--- src/rtl/dbg_seq_pkg.sv ---
package dbg_seq_pkg;

  typedef enum logic [2:0] {
    OP_SHIFT_IR = 3'd0,
    OP_SHIFT_DR = 3'd1,
    OP_READ_DR  = 3'd2,
    OP_TCLK_SET = 3'd3,
    OP_TCLK_CLR = 3'd4
  } cmd_op_t;

  // instruction register opcodes
  localparam logic [7:0] IR_ADDR16     = 8'h83;
  localparam logic [7:0] IR_ADDR_CAP   = 8'h84;
  localparam logic [7:0] IR_DATA_TO_AD = 8'h85;
  localparam logic [7:0] IR_DATA16     = 8'h41;
  localparam logic [7:0] IR_CTRL16     = 8'h13;
  localparam logic [7:0] IR_CTRL_CAP   = 8'h14;

  // control register pieces
  localparam logic [15:0] CW_BASE  = 16'h2400;
  localparam logic [15:0] CW_RNW   = 16'h0001;
  localparam logic [15:0] CW_HALT  = 16'h0008;
  localparam logic [15:0] CW_BYTE  = 16'h0010;
  localparam logic [15:0] JMP_SELF = 16'h3FFF;
  localparam int          FETCH_BIT = 7;

  // step program
  localparam int STEP_W = 5;
  localparam logic [STEP_W-1:0] ST_POLL_IR  = 5'd0;
  localparam logic [STEP_W-1:0] ST_POLL_RD  = 5'd1;
  localparam logic [STEP_W-1:0] ST_POLL_CLR = 5'd2;
  localparam logic [STEP_W-1:0] ST_POLL_SET = 5'd3;
  localparam logic [STEP_W-1:0] ST_HALT0    = 5'd4;
  localparam logic [STEP_W-1:0] ST_HALT1    = 5'd5;
  localparam logic [STEP_W-1:0] ST_HALT2    = 5'd6;
  localparam logic [STEP_W-1:0] ST_HALT3    = 5'd7;
  localparam logic [STEP_W-1:0] ST_HALT4    = 5'd8;
  localparam logic [STEP_W-1:0] ST_HALT5    = 5'd9;
  localparam logic [STEP_W-1:0] ST_ACC0     = 5'd10;
  localparam logic [STEP_W-1:0] ST_ACC1     = 5'd11;
  localparam logic [STEP_W-1:0] ST_ACC2     = 5'd12;
  localparam logic [STEP_W-1:0] ST_ACC3     = 5'd13;
  localparam logic [STEP_W-1:0] ST_ACC4     = 5'd14;
  localparam logic [STEP_W-1:0] ST_ACC5     = 5'd15;
  localparam logic [STEP_W-1:0] ST_TAIL0    = 5'd16;
  localparam logic [STEP_W-1:0] ST_TAIL1    = 5'd17;
  localparam logic [STEP_W-1:0] ST_RESULT   = 5'd18;
  localparam logic [STEP_W-1:0] ST_REL0     = 5'd19;
  localparam logic [STEP_W-1:0] ST_REL1     = 5'd20;
  localparam logic [STEP_W-1:0] ST_REL2     = 5'd21;
  localparam logic [STEP_W-1:0] ST_REL3     = 5'd22;
  localparam logic [STEP_W-1:0] ST_LAST     = 5'd23;

endpackage

--- src/rtl/dbg_seq_program.sv ---
module dbg_seq_program
  import dbg_seq_pkg::*;
#(
  parameter int AW = 16,
  parameter int DW = 16
) (
  input  logic [STEP_W-1:0] step_i,
  input  logic              wr_i,
  input  logic              byte_i,
  input  logic [AW-1:0]     addr_i,
  input  logic [DW-1:0]     wdata_i,
  output cmd_op_t           op_o,
  output logic [DW-1:0]     data_o
);

  logic [15:0]   ctrl_word;
  logic [DW-1:0] shift_wdata;

  always_comb begin
    ctrl_word = CW_BASE | CW_HALT | (wr_i ? 16'h0000 : CW_RNW) | (byte_i ? CW_BYTE : 16'h0000);
    shift_wdata = byte_i ? DW'(wdata_i[7:0]) : wdata_i;
  end

  always_comb begin
    op_o   = OP_TCLK_CLR;
    data_o = '0;
    case (step_i)
      ST_POLL_IR:  begin op_o = OP_SHIFT_IR; data_o = DW'(IR_CTRL_CAP); end
      ST_POLL_RD:  op_o = OP_READ_DR;
      ST_POLL_CLR: op_o = OP_TCLK_CLR;
      ST_POLL_SET: op_o = OP_TCLK_SET;
      ST_HALT0:    begin op_o = OP_SHIFT_IR; data_o = DW'(IR_DATA16); end
      ST_HALT1:    begin op_o = OP_SHIFT_DR; data_o = DW'(JMP_SELF); end
      ST_HALT2:    op_o = OP_TCLK_CLR;
      ST_HALT3:    begin op_o = OP_SHIFT_IR; data_o = DW'(IR_CTRL16); end
      ST_HALT4:    begin op_o = OP_SHIFT_DR; data_o = DW'(CW_BASE | CW_HALT | CW_RNW); end
      ST_HALT5:    op_o = OP_TCLK_SET;
      ST_ACC0:     op_o = OP_TCLK_CLR;
      ST_ACC1:     begin op_o = OP_SHIFT_IR; data_o = DW'(IR_CTRL16); end
      ST_ACC2:     begin op_o = OP_SHIFT_DR; data_o = DW'(ctrl_word); end
      ST_ACC3:     begin op_o = OP_SHIFT_IR; data_o = DW'(IR_ADDR16); end
      ST_ACC4:     begin op_o = OP_SHIFT_DR; data_o = DW'(addr_i); end
      ST_ACC5:     begin op_o = OP_SHIFT_IR; data_o = DW'(IR_DATA_TO_AD); end
      ST_TAIL0:    if (wr_i) begin op_o = OP_SHIFT_DR; data_o = shift_wdata; end
                   else op_o = OP_TCLK_SET;
      ST_TAIL1:    op_o = wr_i ? OP_TCLK_SET : OP_TCLK_CLR;
      ST_RESULT:   op_o = OP_READ_DR;
      ST_REL0:     op_o = OP_TCLK_CLR;
      ST_REL1:     begin op_o = OP_SHIFT_IR; data_o = DW'(IR_CTRL16); end
      ST_REL2:     begin op_o = OP_SHIFT_DR; data_o = DW'(CW_BASE | CW_RNW); end
      ST_REL3:     begin op_o = OP_SHIFT_IR; data_o = DW'(IR_ADDR_CAP); end
      ST_LAST:     op_o = OP_TCLK_SET;
      default:     op_o = OP_TCLK_CLR;
    endcase
  end

endmodule

--- src/rtl/dbg_cmd_port.sv ---
module dbg_cmd_port
  import dbg_seq_pkg::*;
#(
  parameter int DW = 16
) (
  input  logic          clk,
  input  logic          rst,
  input  logic          go_i,
  input  cmd_op_t       op_i,
  input  logic [DW-1:0] data_i,
  output logic          cmd_valid_o,
  input  logic          cmd_ready_i,
  output cmd_op_t       cmd_op_o,
  output logic [DW-1:0] cmd_data_o,
  input  logic          rsp_valid_i,
  input  logic [DW-1:0] rsp_data_i,
  output logic          done_o,
  output logic [DW-1:0] rdata_o
);

  logic waiting;

  always_ff @(posedge clk) begin
    if (rst) begin
      cmd_valid_o <= 1'b0;
      cmd_op_o    <= OP_SHIFT_IR;
      cmd_data_o  <= '0;
      waiting     <= 1'b0;
      done_o      <= 1'b0;
      rdata_o     <= '0;
    end else begin
      done_o <= 1'b0;
      if (go_i && !cmd_valid_o && !waiting) begin
        cmd_valid_o <= 1'b1;
        cmd_op_o    <= op_i;
        cmd_data_o  <= data_i;
      end else if (cmd_valid_o && cmd_ready_i) begin
        cmd_valid_o <= 1'b0;
        waiting     <= 1'b1;
      end
      if (waiting && rsp_valid_i) begin
        waiting <= 1'b0;
        done_o  <= 1'b1;
        rdata_o <= rsp_data_i;
      end
    end
  end

  // an offered command holds until accepted
  p_cmd_hold_r1: assert property (@(posedge clk) disable iff (rst)
    cmd_valid_o && !cmd_ready_i |=> cmd_valid_o && $stable(cmd_op_o) && $stable(cmd_data_o));

  // the sequencer only asks for a command when none is outstanding
  p_go_when_free_r1: assert property (@(posedge clk) disable iff (rst)
    go_i |-> !cmd_valid_o && !waiting);

endmodule

--- src/rtl/dbg_mem_seq.sv ---
module dbg_mem_seq
  import dbg_seq_pkg::*;
#(
  parameter int          AW        = 16,
  parameter int          DW        = 16,
  parameter int          POLL_MAX  = 50,
  parameter logic [7:0]  ID_EXPECT = 8'h89
) (
  input  logic          clk,
  input  logic          rst,
  input  logic          start_i,
  input  logic          wr_i,
  input  logic          byte_i,
  input  logic [AW-1:0] addr_i,
  input  logic [DW-1:0] wdata_i,
  output logic [DW-1:0] rdata_o,
  output logic          done_o,
  output logic [1:0]    err_o,
  output logic          cmd_valid_o,
  input  logic          cmd_ready_i,
  output logic [2:0]    cmd_op_o,
  output logic [DW-1:0] cmd_data_o,
  input  logic          rsp_valid_i,
  input  logic [DW-1:0] rsp_data_i
);

  localparam int PCW = $clog2(POLL_MAX + 1);

  typedef enum logic [1:0] {S_IDLE, S_ISSUE, S_WAIT} seq_state_t;

  seq_state_t        state;
  logic [STEP_W-1:0] pc;
  logic              wr_q, byte_q;
  logic [AW-1:0]     addr_q;
  logic [DW-1:0]     wdata_q;
  logic [PCW-1:0]    poll_cnt;

  cmd_op_t           step_op;
  logic [DW-1:0]     step_data;
  cmd_op_t           port_op;
  logic              port_done;
  logic [DW-1:0]     port_rdata;

  dbg_seq_program #(.AW(AW), .DW(DW)) u_prog (
    .step_i (pc),
    .wr_i   (wr_q),
    .byte_i (byte_q),
    .addr_i (addr_q),
    .wdata_i(wdata_q),
    .op_o   (step_op),
    .data_o (step_data)
  );

  dbg_cmd_port #(.DW(DW)) u_port (
    .clk        (clk),
    .rst        (rst),
    .go_i       (state == S_ISSUE),
    .op_i       (step_op),
    .data_i     (step_data),
    .cmd_valid_o(cmd_valid_o),
    .cmd_ready_i(cmd_ready_i),
    .cmd_op_o   (port_op),
    .cmd_data_o (cmd_data_o),
    .rsp_valid_i(rsp_valid_i),
    .rsp_data_i (rsp_data_i),
    .done_o     (port_done),
    .rdata_o    (port_rdata)
  );

  assign cmd_op_o = port_op;

  always_ff @(posedge clk) begin
    if (rst) begin
      state    <= S_IDLE;
      pc       <= ST_POLL_IR;
      wr_q     <= 1'b0;
      byte_q   <= 1'b0;
      addr_q   <= '0;
      wdata_q  <= '0;
      poll_cnt <= '0;
      err_o    <= 2'b00;
      rdata_o  <= '0;
      done_o   <= 1'b0;
    end else begin
      done_o <= 1'b0;
      case (state)
        S_IDLE: if (start_i) begin
          wr_q     <= wr_i;
          byte_q   <= byte_i;
          addr_q   <= addr_i;
          wdata_q  <= wdata_i;
          pc       <= ST_POLL_IR;
          poll_cnt <= '0;
          err_o    <= 2'b00;
          state    <= S_ISSUE;
        end
        S_ISSUE: state <= S_WAIT;
        S_WAIT: if (port_done) begin
          if (step_op == OP_SHIFT_IR && port_rdata[7:0] != ID_EXPECT) err_o[1] <= 1'b1;
          state <= S_ISSUE;
          case (pc)
            ST_POLL_RD: begin
              if (port_rdata[FETCH_BIT]) pc <= ST_HALT0;
              else if (poll_cnt == PCW'(POLL_MAX - 1)) begin
                err_o[0] <= 1'b1;
                pc       <= ST_HALT0;
              end else begin
                poll_cnt <= poll_cnt + PCW'(1);
                pc       <= ST_POLL_CLR;
              end
            end
            ST_POLL_SET: pc <= ST_POLL_RD;
            ST_TAIL1:    pc <= wr_q ? ST_REL0 : ST_RESULT;
            ST_RESULT: begin
              rdata_o <= byte_q ? DW'(port_rdata[7:0]) : port_rdata;
              pc      <= ST_REL0;
            end
            ST_LAST: begin
              done_o <= 1'b1;
              state  <= S_IDLE;
            end
            default: pc <= pc + STEP_W'(1);
          endcase
        end
        default: state <= S_IDLE;
      endcase
    end
  end

  // completion is a single-cycle pulse
  p_done_pulse_r8: assert property (@(posedge clk) disable iff (rst)
    done_o |=> !done_o);

  // the poll count never reaches its limit
  p_poll_bound_r3: assert property (@(posedge clk) disable iff (rst)
    poll_cnt < PCW'(POLL_MAX));

  // no command is offered while the sequencer is idle
  p_idle_quiet_r10: assert property (@(posedge clk) disable iff (rst)
    (state == S_IDLE) |-> !cmd_valid_o);

  // a start during an operation leaves the latched request alone
  p_busy_ignore_r10: assert property (@(posedge clk) disable iff (rst)
    (state != S_IDLE) && start_i |=> $stable(addr_q) && $stable(wr_q));

  // an accepted start clears the error field
  p_err_clear_r12: assert property (@(posedge clk) disable iff (rst)
    (state == S_IDLE) && start_i |=> err_o == 2'b00);

endmodule

--- config.mk ---
export PLATFORM = sky130hd
export DESIGN_NAME = dbg_mem_seq
export DESIGN_NICKNAME = d
export VERILOG_FILES = /design/src/rtl/dbg_seq_pkg.sv /design/src/rtl/dbg_seq_program.sv /design/src/rtl/dbg_cmd_port.sv /design/src/rtl/dbg_mem_seq.sv
export SDC_FILE = /design/constraint.sdc
export NUM_CORES = 1
export LEC_CHECK = 0
export BUFFER_PORTS_ARGS = -buffer_cell sky130_fd_sc_hd__buf_2
export CELL_PAD_IN_SITES_DETAIL_PLACEMENT = 0
export CELL_PAD_IN_SITES_GLOBAL_PLACEMENT = 1
export CORE_ASPECT_RATIO = 1.1
export CORE_UTILIZATION = 45
export CTS_CLUSTER_DIAMETER = 150
export DETAILED_ROUTE_END_ITERATION = 12
export PLACE_DENSITY = 0.91
export SLEW_MARGIN = 20
export SYNTH_ARGS = -nofsm -noshare
export SYNTH_HDL_FRONTEND = slang
export SYNTH_HIERARCHICAL = 1
export SYNTH_SLANG_ARGS = --single-unit
export TNS_END_PERCENT = 10
--- constraint.sdc ---
create_clock -name clk -period 3.56 [get_ports clk]
set_input_delay 0.178 -clock clk [delete_from_list [all_inputs] [get_ports clk]]
set_output_delay 0.178 -clock clk [all_outputs]
set_load 0.01 [all_outputs]
==> metrics list <==
- Async set-or-reset flop fraction in the synthesized netlist: 0
- Top-Level Pins: 94
- Number of routed nets with antenna violations: 0
* 1st-iter DRT viols: roughly 240
* Final max-slew violation count: 0
- The internal power of the cells totals approximately 1.8 mW.
- Buffers inserted by post-CTS timing repair: 0
- Gates resized during post-CTS repair numbered 0.
* Summed instance area of the synthesized netlist: approximately 5000 um2
- Fin nets: about 720
- Slowest library cell on the worst path: dfxtp_1
- Buffers placed on the I/O ports in this run total 93.
- At the worst endpoint, the arrival time is between 2 and 3 ns.
* Post-synth net total: 658
* CTS tree: yes
- Worst Path Max Fanout: 34
- Post-synth top flop: dfxtp_1
* Initial antenna violation count: 1
- In this run the worst hold path is classified as primary input to flop.
* Cell count after synthesis: roughly 600
* Proportion of power drawn by flip-flops and latches: 0.510
- In this run the clock root is driven by a clkbuf_16.
* DIE WIDTH: 103.3 um
- Dividing the final minimum period by the clock period gives 0.7513.
- The worst register-to-register path ends at poll_cnt[3].
- For the worst setup path, the data required time is between 3 and 4 ns.
- Switch share: 0.2386
- CTS buffer count: 9
* WHS Endpoint: wdata_q[9]
- Max-cap violation count: 0
- Worst path cell trace: inv_1 -> ha_1 -> or4b_4 -> a22o_4 -> or4_1 -> a21boi_1
- In this run the critical register-to-register path is launched from pc[1].
* Hold Fails Final Rpt: 0
- Clock insertion delay at the later pin of the skew report: around 0.35 ns
- STA classifies the critical path endpoint as a flop.
- CTS clk-pin slew, worst paths: around 0.070 ns
- Leakage: approximately 2.2 nW
- Unrepaired setup endpoints after global routing: false
* Net switching power: about 570 uW
- Across all setup checks in the final design, the least slack found is a little under 0.9 ns.
- Cts-stage hold buffer count: 0
- Number of levels in the clock H-tree: 3
- Routability-driven placement finished with a final weighted congestion of ~0.8.
- Reg2Reg Depth: 6
* Slack of the worst reg-to-reg path: roughly 0.9 ns
- Relative to the synthesized area, the layout overhead comes to 15.09%.
* Worst-case clock skew: 0.006701 ns
- The run finished with clean final reports.
* GRT Residual Overflow: 0
- Die area: roughly 12000 um2
* Worst hold-check slack: between 0.06 and 0.07 ns
- Number of distinct library cells after synthesis: between 60 and 70
- Power comes to ~2.4 mW.
* Stages on worst setup path: 6
* Detailed-route wire length: about 12000 um
- Vias in the first global route: 4145
- EDFF count, synth: 0
* First-pass iteration count of the detailed router: 5
- Gate family responsible for the most delay along the worst path: simple AND/OR/NAND/NOR gates
- Hold path cells: 3
* Placement row count: 40
- In the final layout, the share of cells above drive strength 1 is 0.2192.
- Of the post-synthesis cell area, the dominant cell type holds 0.4095.
- Via count normalized by instance count: roughly 5.5
- Syn. warnings: 6
- CP startpoint kind: flop
* Initial cell density of the core: 0.4638
- Prior to clock tree synthesis, the placed netlist has a worst setup slack of between 0.9 and 1 ns.
* Residual DRC count: 0
- After routing, the total negative slack on setup checks comes to 0 ns.
- Maximum operating frequency: between 300 and 400 MHz
- Final setup viols: 0
* Register area share after synthesis: 0.4095
- Clock period minus final worst setup slack: about 2.7 ns
- Dominant cell type by area after synthesis: dfxtp_1
- Entering global routing, the biggest net connects between 40 and 50 pins.
- The number of placed instances, taps included, is 797.
- Counting both buffers and inverters, the worst setup path holds a total of 1.
- Routed via count: 4434
- The share of total power dissipated in the clock network is 0.414.
- The longest clock path from root to sink contains 2 buffers.
- Post-synthesis register bit count: 104
* Kind of critical path: flop to flop
* Placeable core region: 10960 um2
- The floorplan step set the die height to about 110 um.
- Average size of a mapped cell: 8.501 um2
- The tree built by TritonCTS fans out to roughly 100 sinks.
* Least-Margin Pin Slew: 1.024 ns
- The startpoint identified for the worst hold timing path is wdata_i[9].
- Headroom to the max-slew limit: 0.3162
* Power per cell area: 408.9 nW/um2
- Worst vdd rail ir drop: 0.2739 mV
- Half-perimeter wire length after detailed placement: about 7900 um
* Max incr delay on CP: roughly 0.64 ns
- Once layout is complete, the cells apart from fillers number 813.
* GRT Util Overall: 0.2140
* Synth area leaders: dfxtp_1 (41%), nand2_1 (8.0%), a21oi_1 (7.4%)
* Logic gate share of total power: 0.076
- The number of antenna diodes in the final layout is 0.
- Global-route wire length before repair: between 15000 and 20000 um
- In the final routed layout, each cell accounts on average for between 10 and 15 um.
stage by stage:
step	instance area, um2	utilization
3_3_place_gp	5555	0.5068
4_1_cts	5851	0.5338
5_1_grt	5851	0.5338
3_5_place_dp	5555	0.5068
6_report	5851	0.5338
2_1_floorplan	5084	-
area by class of cell:
class,count,area [um2]
Clock inverter,6,66.31
Fill cell,1032,5110
Inverter,6,22.52
Timing Repair Buffer,100,518.0
Multi-Input combinational cell,440,2749
Sequential cell,104,2082
Tap cell,147,183.9
Clock buffer,10,229.0
cells in the mapped netlist, drive strengths merged (4+ instances only):
cell type / number
nand3: 22
or4: 5
nor2: 14
buf: 22
clkbuf: 26
a21oi: 75
nand3b: 16
nor2b: 6
nor3b: 5
inv: 6
nand2: 108
o21ai: 7
a21bo: 16
a22o: 5
ha: 5
nand2b: 49
nor3: 7
a221o: 12
dfxtp: 104
mux2i: 21
a31oi: 4
power groups by stage:
stage	Clock, mW	Sequential, mW	Combinational, mW
floorplan	0	1.24	0.128
global placement	0	1.25	0.178
detailed placement	0	1.25	0.183
CTS	1.01	1.22	0.183
global route	1.06	1.22	0.202
finish	0.990	1.22	0.182
tightest hold or removal path, cell delays in order:
cell and delay, ns:
buf_2 0.09, nand2_1 0.05, a21oi_1 0.05
cells in the final DEF, fill, tap and decap left out, types with 7 or more instances in the layout:
cell / n
nand3_1: 22
nand2_1: 108
nand3b_1: 16
o21ai_0: 7
dfxtp_1: 104
mux2i_1: 21
a21oi_1: 75
nor2_1: 13
nand2b_1: 49
buf_4: 7
buf_2: 93
clkbuf_16: 9
a221o_1: 12
a21bo_2: 16
flip-flops by register name (all words and copies together) (netlist names), 2 cells and up:
register / cells
addr_q: 16
err_o: 2
pc: 5
poll_cnt: 6
rdata_o: 16
state: 2
u_port/cmd_data_o: 16
u_port/cmd_op_o: 3
u_port/rdata_o: 16
wdata_q: 16
metal layers:
| metal | track usage | part of all wire | wire length, um | up-vias |
|---|---|---|---|---|
| li1 | - | - | - | 2233 |
| met1 | 0.2765 | 0.46 | 5458 | 2067 |
| met2 | 0.3400 | 0.46 | 5529 | 116 |
| met5 | 0 | 0 | 0 | - |
| met3 | 0.04412 | 0.058 | 697 | 18 |
| met4 | 0.09859 | 0.022 | 259 | 0 |
cell families (layout without fill, tap and decap cells):
kind of cell / count (synthesis) / in the layout / share of synthesized area
AOI/OAI and AO/OA: 153 / 153 / 0.2072
buffers and inverters: 54 / 122 / 0.05070
and+or+nand+nor: 258 / 258 / 0.2727
xor gates and xnor gates: 1 / 1 / 0.001723
adders and majority gates: 5 / 5 / 0.01231
DFF: 104 / 104 / 0.4096
muxes: 23 / 23 / 0.04578
worst max path at each step:
stage / startpoint / to
after floorplan: pc[0] / poll_cnt[3]
after global placement: pc[1] / poll_cnt[4]
after detailed placement: pc[1] / poll_cnt[3]
after CTS: pc[1] / poll_cnt[3]
after global routing: pc[1] / poll_cnt[3]
final: pc[1] / poll_cnt[3]
(Power assumes the default switching activity.)
